`src/rtl/opnd_ea_pkg.sv`:
```
package opnd_ea_pkg;
  localparam int unsigned ADDR_W = 16;
  localparam int unsigned BYTE_W = 8;

  typedef enum logic [2:0] {
    AM_INH    = 3'd0,
    AM_IMM    = 3'd1,
    AM_DIR    = 3'd2,
    AM_EXT    = 3'd3,
    AM_IDX    = 3'd4,
    AM_REL    = 3'd5,
    AM_DIR_BR = 3'd6,
    AM_IDX_BR = 3'd7
  } amode_e;

  function automatic logic is_branch(amode_e m);
    return (m == AM_REL) || (m == AM_DIR_BR) || (m == AM_IDX_BR);
  endfunction

  function automatic logic has_data_addr(amode_e m);
    return (m == AM_DIR) || (m == AM_EXT) || (m == AM_IDX) ||
           (m == AM_DIR_BR) || (m == AM_IDX_BR);
  endfunction
endpackage

```
`src/rtl/opnd_ea_len.sv`:
```
module opnd_ea_len
  import opnd_ea_pkg::*;
#(
  parameter int unsigned AW = ADDR_W,
  parameter int unsigned BW = BYTE_W
) (
  input  amode_e          amode_i,
  input  logic            pfx_i,
  input  logic [AW-1:0]   pc_i,
  output logic [AW-1:0]   next_pc_o
);
  localparam int unsigned LEN_W = 3;

  logic [LEN_W-1:0] opnd_cnt;
  logic [LEN_W-1:0] inst_len;

  always_comb begin
    unique case (amode_i)
      AM_DIR, AM_IDX, AM_REL: opnd_cnt = LEN_W'(1);
      AM_EXT:                 opnd_cnt = LEN_W'(2);
      AM_DIR_BR, AM_IDX_BR:   opnd_cnt = LEN_W'(3);
      default:                opnd_cnt = '0;
    endcase
  end

  // prefix + opcode + operands
  assign inst_len  = opnd_cnt + LEN_W'(1) + LEN_W'(pfx_i);
  assign next_pc_o = pc_i + AW'(inst_len);
endmodule

```
`src/rtl/opnd_ea_data.sv`:
```
module opnd_ea_data
  import opnd_ea_pkg::*;
#(
  parameter int unsigned AW = ADDR_W,
  parameter int unsigned BW = BYTE_W
) (
  input  amode_e          amode_i,
  input  logic            idx_y_i,
  input  logic [BW-1:0]   op0_i,
  input  logic [BW-1:0]   op1_i,
  input  logic [AW-1:0]   ix_i,
  input  logic [AW-1:0]   iy_i,
  output logic [AW-1:0]   ea_o,
  output logic            ea_vld_o
);
  localparam int unsigned HI_W = AW - BW;

  logic [AW-1:0] idx_base;
  logic [AW-1:0] idx_sum;
  logic [AW-1:0] page0;
  logic [AW-1:0] absol;

  assign idx_base = idx_y_i ? iy_i : ix_i;
  assign idx_sum  = idx_base + {{HI_W{1'b0}}, op0_i};
  assign page0    = {{HI_W{1'b0}}, op0_i};
  assign absol    = AW'({op0_i, op1_i});

  always_comb begin
    unique case (amode_i)
      AM_DIR, AM_DIR_BR: ea_o = page0;
      AM_EXT:            ea_o = absol;
      AM_IDX, AM_IDX_BR: ea_o = idx_sum;
      default:           ea_o = '0;
    endcase
  end

  assign ea_vld_o = has_data_addr(amode_i);
endmodule

```
`src/rtl/opnd_ea_tgt.sv`:
```
module opnd_ea_tgt
  import opnd_ea_pkg::*;
#(
  parameter int unsigned AW = ADDR_W,
  parameter int unsigned BW = BYTE_W
) (
  input  amode_e          amode_i,
  input  logic [BW-1:0]   op0_i,
  input  logic [BW-1:0]   op2_i,
  input  logic [AW-1:0]   base_i,
  output logic [AW-1:0]   tgt_o,
  output logic            tgt_vld_o
);
  localparam int unsigned EXT_W = AW - BW;

  logic [BW-1:0] rel_off;
  logic [AW-1:0] rel_sext;
  logic          br;

  assign br       = is_branch(amode_i);
  // bit-branch forms carry the offset after address and mask
  assign rel_off  = (amode_i == AM_REL) ? op0_i : op2_i;
  assign rel_sext = {{EXT_W{rel_off[BW-1]}}, rel_off};
  assign tgt_o    = br ? (base_i + rel_sext) : '0;
  assign tgt_vld_o = br;
endmodule

```
`src/rtl/opnd_ea_gen.sv`:
```
module opnd_ea_gen
  import opnd_ea_pkg::*;
#(
  parameter int unsigned AW = ADDR_W,
  parameter int unsigned BW = BYTE_W
) (
  input  logic          clk_i,
  input  logic          rst_ni,
  input  logic          valid_i,
  input  logic [2:0]    amode_i,
  input  logic          pfx_i,
  input  logic          idx_y_i,
  input  logic [BW-1:0] op0_i,
  input  logic [BW-1:0] op1_i,
  input  logic [BW-1:0] op2_i,
  input  logic [AW-1:0] pc_i,
  input  logic [AW-1:0] ix_i,
  input  logic [AW-1:0] iy_i,
  output logic          valid_o,
  output logic [AW-1:0] ea_o,
  output logic          ea_vld_o,
  output logic [AW-1:0] tgt_o,
  output logic          tgt_vld_o
);
  amode_e        mode;
  logic [AW-1:0] base_d;
  logic [AW-1:0] ea_d;
  logic          ea_vld_d;
  logic [AW-1:0] tgt_d;
  logic          tgt_vld_d;

  assign mode = amode_e'(amode_i);

  opnd_ea_len #(.AW(AW), .BW(BW)) u_len (
    .amode_i   (mode),
    .pfx_i     (pfx_i),
    .pc_i      (pc_i),
    .next_pc_o (base_d)
  );

  opnd_ea_data #(.AW(AW), .BW(BW)) u_data (
    .amode_i  (mode),
    .idx_y_i  (idx_y_i),
    .op0_i    (op0_i),
    .op1_i    (op1_i),
    .ix_i     (ix_i),
    .iy_i     (iy_i),
    .ea_o     (ea_d),
    .ea_vld_o (ea_vld_d)
  );

  opnd_ea_tgt #(.AW(AW), .BW(BW)) u_tgt (
    .amode_i   (mode),
    .op0_i     (op0_i),
    .op2_i     (op2_i),
    .base_i    (base_d),
    .tgt_o     (tgt_d),
    .tgt_vld_o (tgt_vld_d)
  );

  always_ff @(posedge clk_i or negedge rst_ni) begin
    if (!rst_ni) begin
      valid_o <= 1'b0;
    end else begin
      valid_o <= valid_i;
    end
  end

  always_ff @(posedge clk_i or negedge rst_ni) begin
    if (!rst_ni) begin
      ea_o      <= '0;
      ea_vld_o  <= 1'b0;
      tgt_o     <= '0;
      tgt_vld_o <= 1'b0;
    end else if (valid_i) begin
      ea_o      <= ea_d;
      ea_vld_o  <= ea_vld_d;
      tgt_o     <= tgt_d;
      tgt_vld_o <= tgt_vld_d;
    end
  end
endmodule

```
`config.mk`:
```
export PLATFORM = sky130hd
export DESIGN_NAME = opnd_ea_gen
export DESIGN_NICKNAME = d
export VERILOG_FILES = /design/src/rtl/opnd_ea_pkg.sv /design/src/rtl/opnd_ea_len.sv /design/src/rtl/opnd_ea_data.sv /design/src/rtl/opnd_ea_tgt.sv /design/src/rtl/opnd_ea_gen.sv
export SDC_FILE = /design/constraint.sdc
export NUM_CORES = 1
export LEC_CHECK = 0
export ABC_AREA = 0
export CELL_PAD_IN_SITES_DETAIL_PLACEMENT = 2
export CELL_PAD_IN_SITES_GLOBAL_PLACEMENT = 2
export CORE_MARGIN = 5
export CORE_UTILIZATION = 30
export CTS_BUF_LIST = sky130_fd_sc_hd__clkbuf_2 sky130_fd_sc_hd__clkbuf_4 sky130_fd_sc_hd__clkbuf_8
export DETAILED_ROUTE_END_ITERATION = 8
export GPL_TIMING_DRIVEN = 0
export PLACE_DENSITY = 0.95
export SYNTH_ARGS = -nofsm -noshare
export SYNTH_HDL_FRONTEND = slang
export SYNTH_SLANG_ARGS = --single-unit
```
`constraint.sdc`:
```
create_clock -name clk_i -period 1.3 [get_ports clk_i]
set_input_delay 0.26 -clock clk_i [delete_from_list [all_inputs] [get_ports clk_i]]
set_output_delay 0.26 -clock clk_i [all_outputs]
set_load 0.005 [all_outputs]
```
==> summary.md <==
| Metric | Value |
|---|---|
| Status | `finished with violations` |
| Violations in the final reports | `setup timing` |
| Library cells used by synthesis | `56` |
| I/O pin cnt | `115` |
| Routed WL per cell | `34.1 um` |
| Chip height | `115 um` |
| Root Buffer | `sky130_fd_sc_hd__clkbuf_8` |
| Type of the worst min-delay path | `in -> async` |
| Clock tree buffer depth | `2` |
| Max Clock Skew | `0 ns` |
| Crit-path max cell delay | `0.56 ns` |
| Post-synth design cell area | `3330 um^2` |
| Leakage | `2.61 nW` |
| Initial Util | `30.7%` |
| Setup total negative slack | `-36.15 ns` |
| Highest clock rate | `330 MHz` |
| Sinks on the clock net | `35` |
| Most common library cell in the layout ignoring fill and taps | `sky130_fd_sc_hd__clkdlybuf4s50_1` |
| Most frequent cells in the layout | `sky130_fd_sc_hd__clkdlybuf4s50_1, sky130_fd_sc_hd__buf_4, sky130_fd_sc_hd__dlygate4sd2_1` |
| Count of warnings emitted by yosys | `0` |
| Synth Area per Inst | `9.11 um^2` |
| Syn Nets | `485` |
| Post-layout net count | `662` |
| Total routing usage reported by global routing | `28.8%` |
| Antenna Nets Post-Route | `0` |
| Unrepaired setup endpoints after global routing | `yes` |
| Standard-cell rows | `38` |
| Most instantiated flip-flop cell in the synthesis netlist | `sky130_fd_sc_hd__dfrtp_1` |
| Detail-routed via count per cell | `6.28` |
| Endpoint type of the worst setup path | `flip-flop` |
| Clock buffers created by TritonCTS | `5` |
| Total number of H-tree levels | `2` |
| Category of the critical setup timing path | `in -> reg` |
| Area leader, netlist | `sky130_fd_sc_hd__dfrtp_1` |
| Die footprint | `13,300 um^2` |
| EDFF count, synth | `0` |
| Clock period minus worst slack | `3.03 ns` |
| Worst path slowest cell | `sky130_fd_sc_hd__fa_2` |
| DIE WIDTH | `115 um` |
| First drt pass iteration count | `5` |
| Clock tree from TritonCTS | `yes` |
| Measured slew at the worst slew-check pin | `1.02 ns` |
| Cts-stage hold buffer count | `0` |
| Signal arrival time at the worst endpoint | `3.25 ns` |
| Area added between synthesis and finish | `79.8%` |
| Final count of hold timing violations | `0` |
| Max-slew violation count | `0` |
| Total routed wirelength | `23,300 um` |
| Clk pin slew, worst setup/hold paths | `0.11 ns` |
| Cell-by-cell trace of the critical path | `buf_8, nor2b_4, nand2_4, mux2_4, fa_2, buf_4, ha_4, nor2b_4, o2111ai_4, a21oi_4, o41ai_4, buf_4, xnor2_1, a22o_1` |
| Port Buffers | `112` |
| Met1 Routed Length | `8770 um` |
| Pre-CTS setup slack | `-2.63 ns` |
| Ranking of synthesized cells by area | `sky130_fd_sc_hd__dfrtp_1, sky130_fd_sc_hd__ha_1, sky130_fd_sc_hd__mux2_2` |
| Vias after detailed routing | `4,290` |
| Sequential share of the synthesized area | `26.3%` |
| Required time of the critical path | `1.52 ns` |
| Number of failing setup endpoints in the final timing report | `38` |
| Routed length on met2 | `11,500 um` |
| Worst vdd rail ir drop | `0.426 mV` |
| Skew-Pair Late Insertion Delay | `0.31 ns` |
| Post-synth top area share | `26.3%` |
| Final WS setup | `-1.73 ns` |
| Pwr per Cell Area | `969 nW/um^2` |
| Post-route DRC violation count | `0` |
| Slew Limit Headroom | `32.3%` |
| Gr ovfl total | `0` |
| Iter 0 DRT Violations | `303` |
| Routability cong. | `0.902` |
| Post-route clock period utilization | `233%` |
| Wire length on met3 | `1410 um` |
| Flop and latch count out of synthesis | `35` |
| Largest fanout of any net on the critical path | `4` |
| Antenna violations before repair | `0` |
| FFs w/ async S/R, synth | `100%` |
| First-pass GRT wire length | `28,500 um` |
| Share of final-layout standard cells stronger than drive strength 1 | `37.2%` |
| Core box area | `10,800 um^2` |
| Instance count of the mapped netlist | `365` |
| Nature of the critical path startpoint | `primary input` |
| Maximum number of pins on one net before global-route repair | `36` |
| Number of inserted diodes | `0` |
| Number of global-route vias before repair | `4,630` |
| Top sig layer | `met4` |
| Sum of net half-perimeters after detailed placement | `11,900 um` |
| Number of max-cap violations | `0` |
-- critical path: cells and delay by family --
kind | cells | cell delay [ns]
AOI/OAI and AO/OA | 4 | 1.03
xor gates and xnor gates | 1 | 0.07
adders and majority gates | 2 | 0.75
buffers and inverters | 3 | 0.41
muxes | 1 | 0.31
and+or+nand+nor | 3 | 0.39
-- metal layers --
metal / vias up / track usage [%]
met5: - / 0
met4: 0 / 15.4
met3: 110 / 5.05
met2: 272 / 53.1
met1: 2161 / 31.0
li1: 1747 / -
-- power breakdown --
group,switching [mW],internal (mW)
combinational,1.72,1.58
sequential,0.127,1.24
clock,0.552,0.574
total,2.40,3.39
-- flip-flops by register name (all words and copies together), names as in the netlist --
name	count
ea_vld_o	1
tgt_vld_o	1
valid_o	1
tgt_o	16
ea_o	16
-- metrics by stage --
step | instance area, um^2 | std cells | utilization, % | hold WS (ns) | power, mW
2_1_floorplan | 3520 | 365 | - | -0.0356 | 2.51
3_3_place_gp | 4820 | 617 | 44.4 | 0.465 | 3.36
3_5_place_dp | 4810 | 617 | 44.4 | 0.410 | 3.54
4_1_cts | 5370 | 664 | 49.5 | 0.0831 | 4.85
5_1_grt | 5980 | 683 | 55.1 | 0.134 | 5.96
6_report | 5980 | 683 | 55.1 | 0.0887 | 5.79
-- cell usage after synthesis (all sizes together) (2+ instances only) --
cell type	n
ha	36
dfrtp	35
o21ai	28
a21oi	24
nor2	18
mux2	17
inv	16
nand2	16
nand3	15
a22oi	12
nor3	11
mux2i	10
xnor2	10
a21o	8
buf	8
o21a	8
clkbuf	7
a32o	6
nor2b	5
nor3b	5
xor2	5
a21boi	4
fa	4
nand2b	4
nand3b	4
nand4	4
o2111ai	4
a211o	3
a211oi	3
a22o	3
o211ai	3
o2bb2ai	3
or3	3
or4	3
a311o	2
a31oi	2
a32oi	2
clkinv	2
nor4b	2
o32ai	2
-- timing repair --
action	CTS	global route
setup buffers	39	23
setup endpoints to repair	69	36
pin swaps	33	41
resized for setup	110	86
-- logic make-up (layout without fill, tap and decap cells) --
| group | count (synthesis) | in the layout | share of synthesized area, % |
|---|---|---|---|
| flops | 35 | 35 | 26.3 |
| compound gates | 123 | 123 | 26.3 |
| buf+inv | 33 | 211 | 3.95 |
| xor+xnor | 15 | 15 | 3.95 |
| mux | 27 | 27 | 8.77 |
| simple gates | 92 | 92 | 14.8 |
| fa+ha+maj | 40 | 40 | 16.0 |
-- worst paths after layout --
check	from	to	slack [ns]	depth (start not counted)
min in group clk_i	valid_i	valid_o	0.49	1
max in group asynchronous	rst_ni	tgt_o[8]	0.56	1
min	rst_ni	tgt_o[13]	0.09	1
max reg2reg	ea_o[10]	ea_o[10]	0.19	3
max	amode_i[0]	tgt_o[11]	-1.73	14
min reg2reg	tgt_o[9]	tgt_o[9]	0.59	1
-- cell type report --
| class | instances | area [um^2] |
|---|---|---|
| plain buffers | 13 | 149 |
| clock buffers | 5 | 68.8 |
| clock inverters | 3 | 43.8 |
| fillers | 1067 | 4860 |
| inverters | 18 | 77.6 |
| multi-input cells | 297 | 3010 |
| flip-flops and latches | 35 | 876 |
| well taps | 140 | 175 |
| repair buffers | 172 | 1580 |
Note: power is estimated with default switching activity, not from simulation.
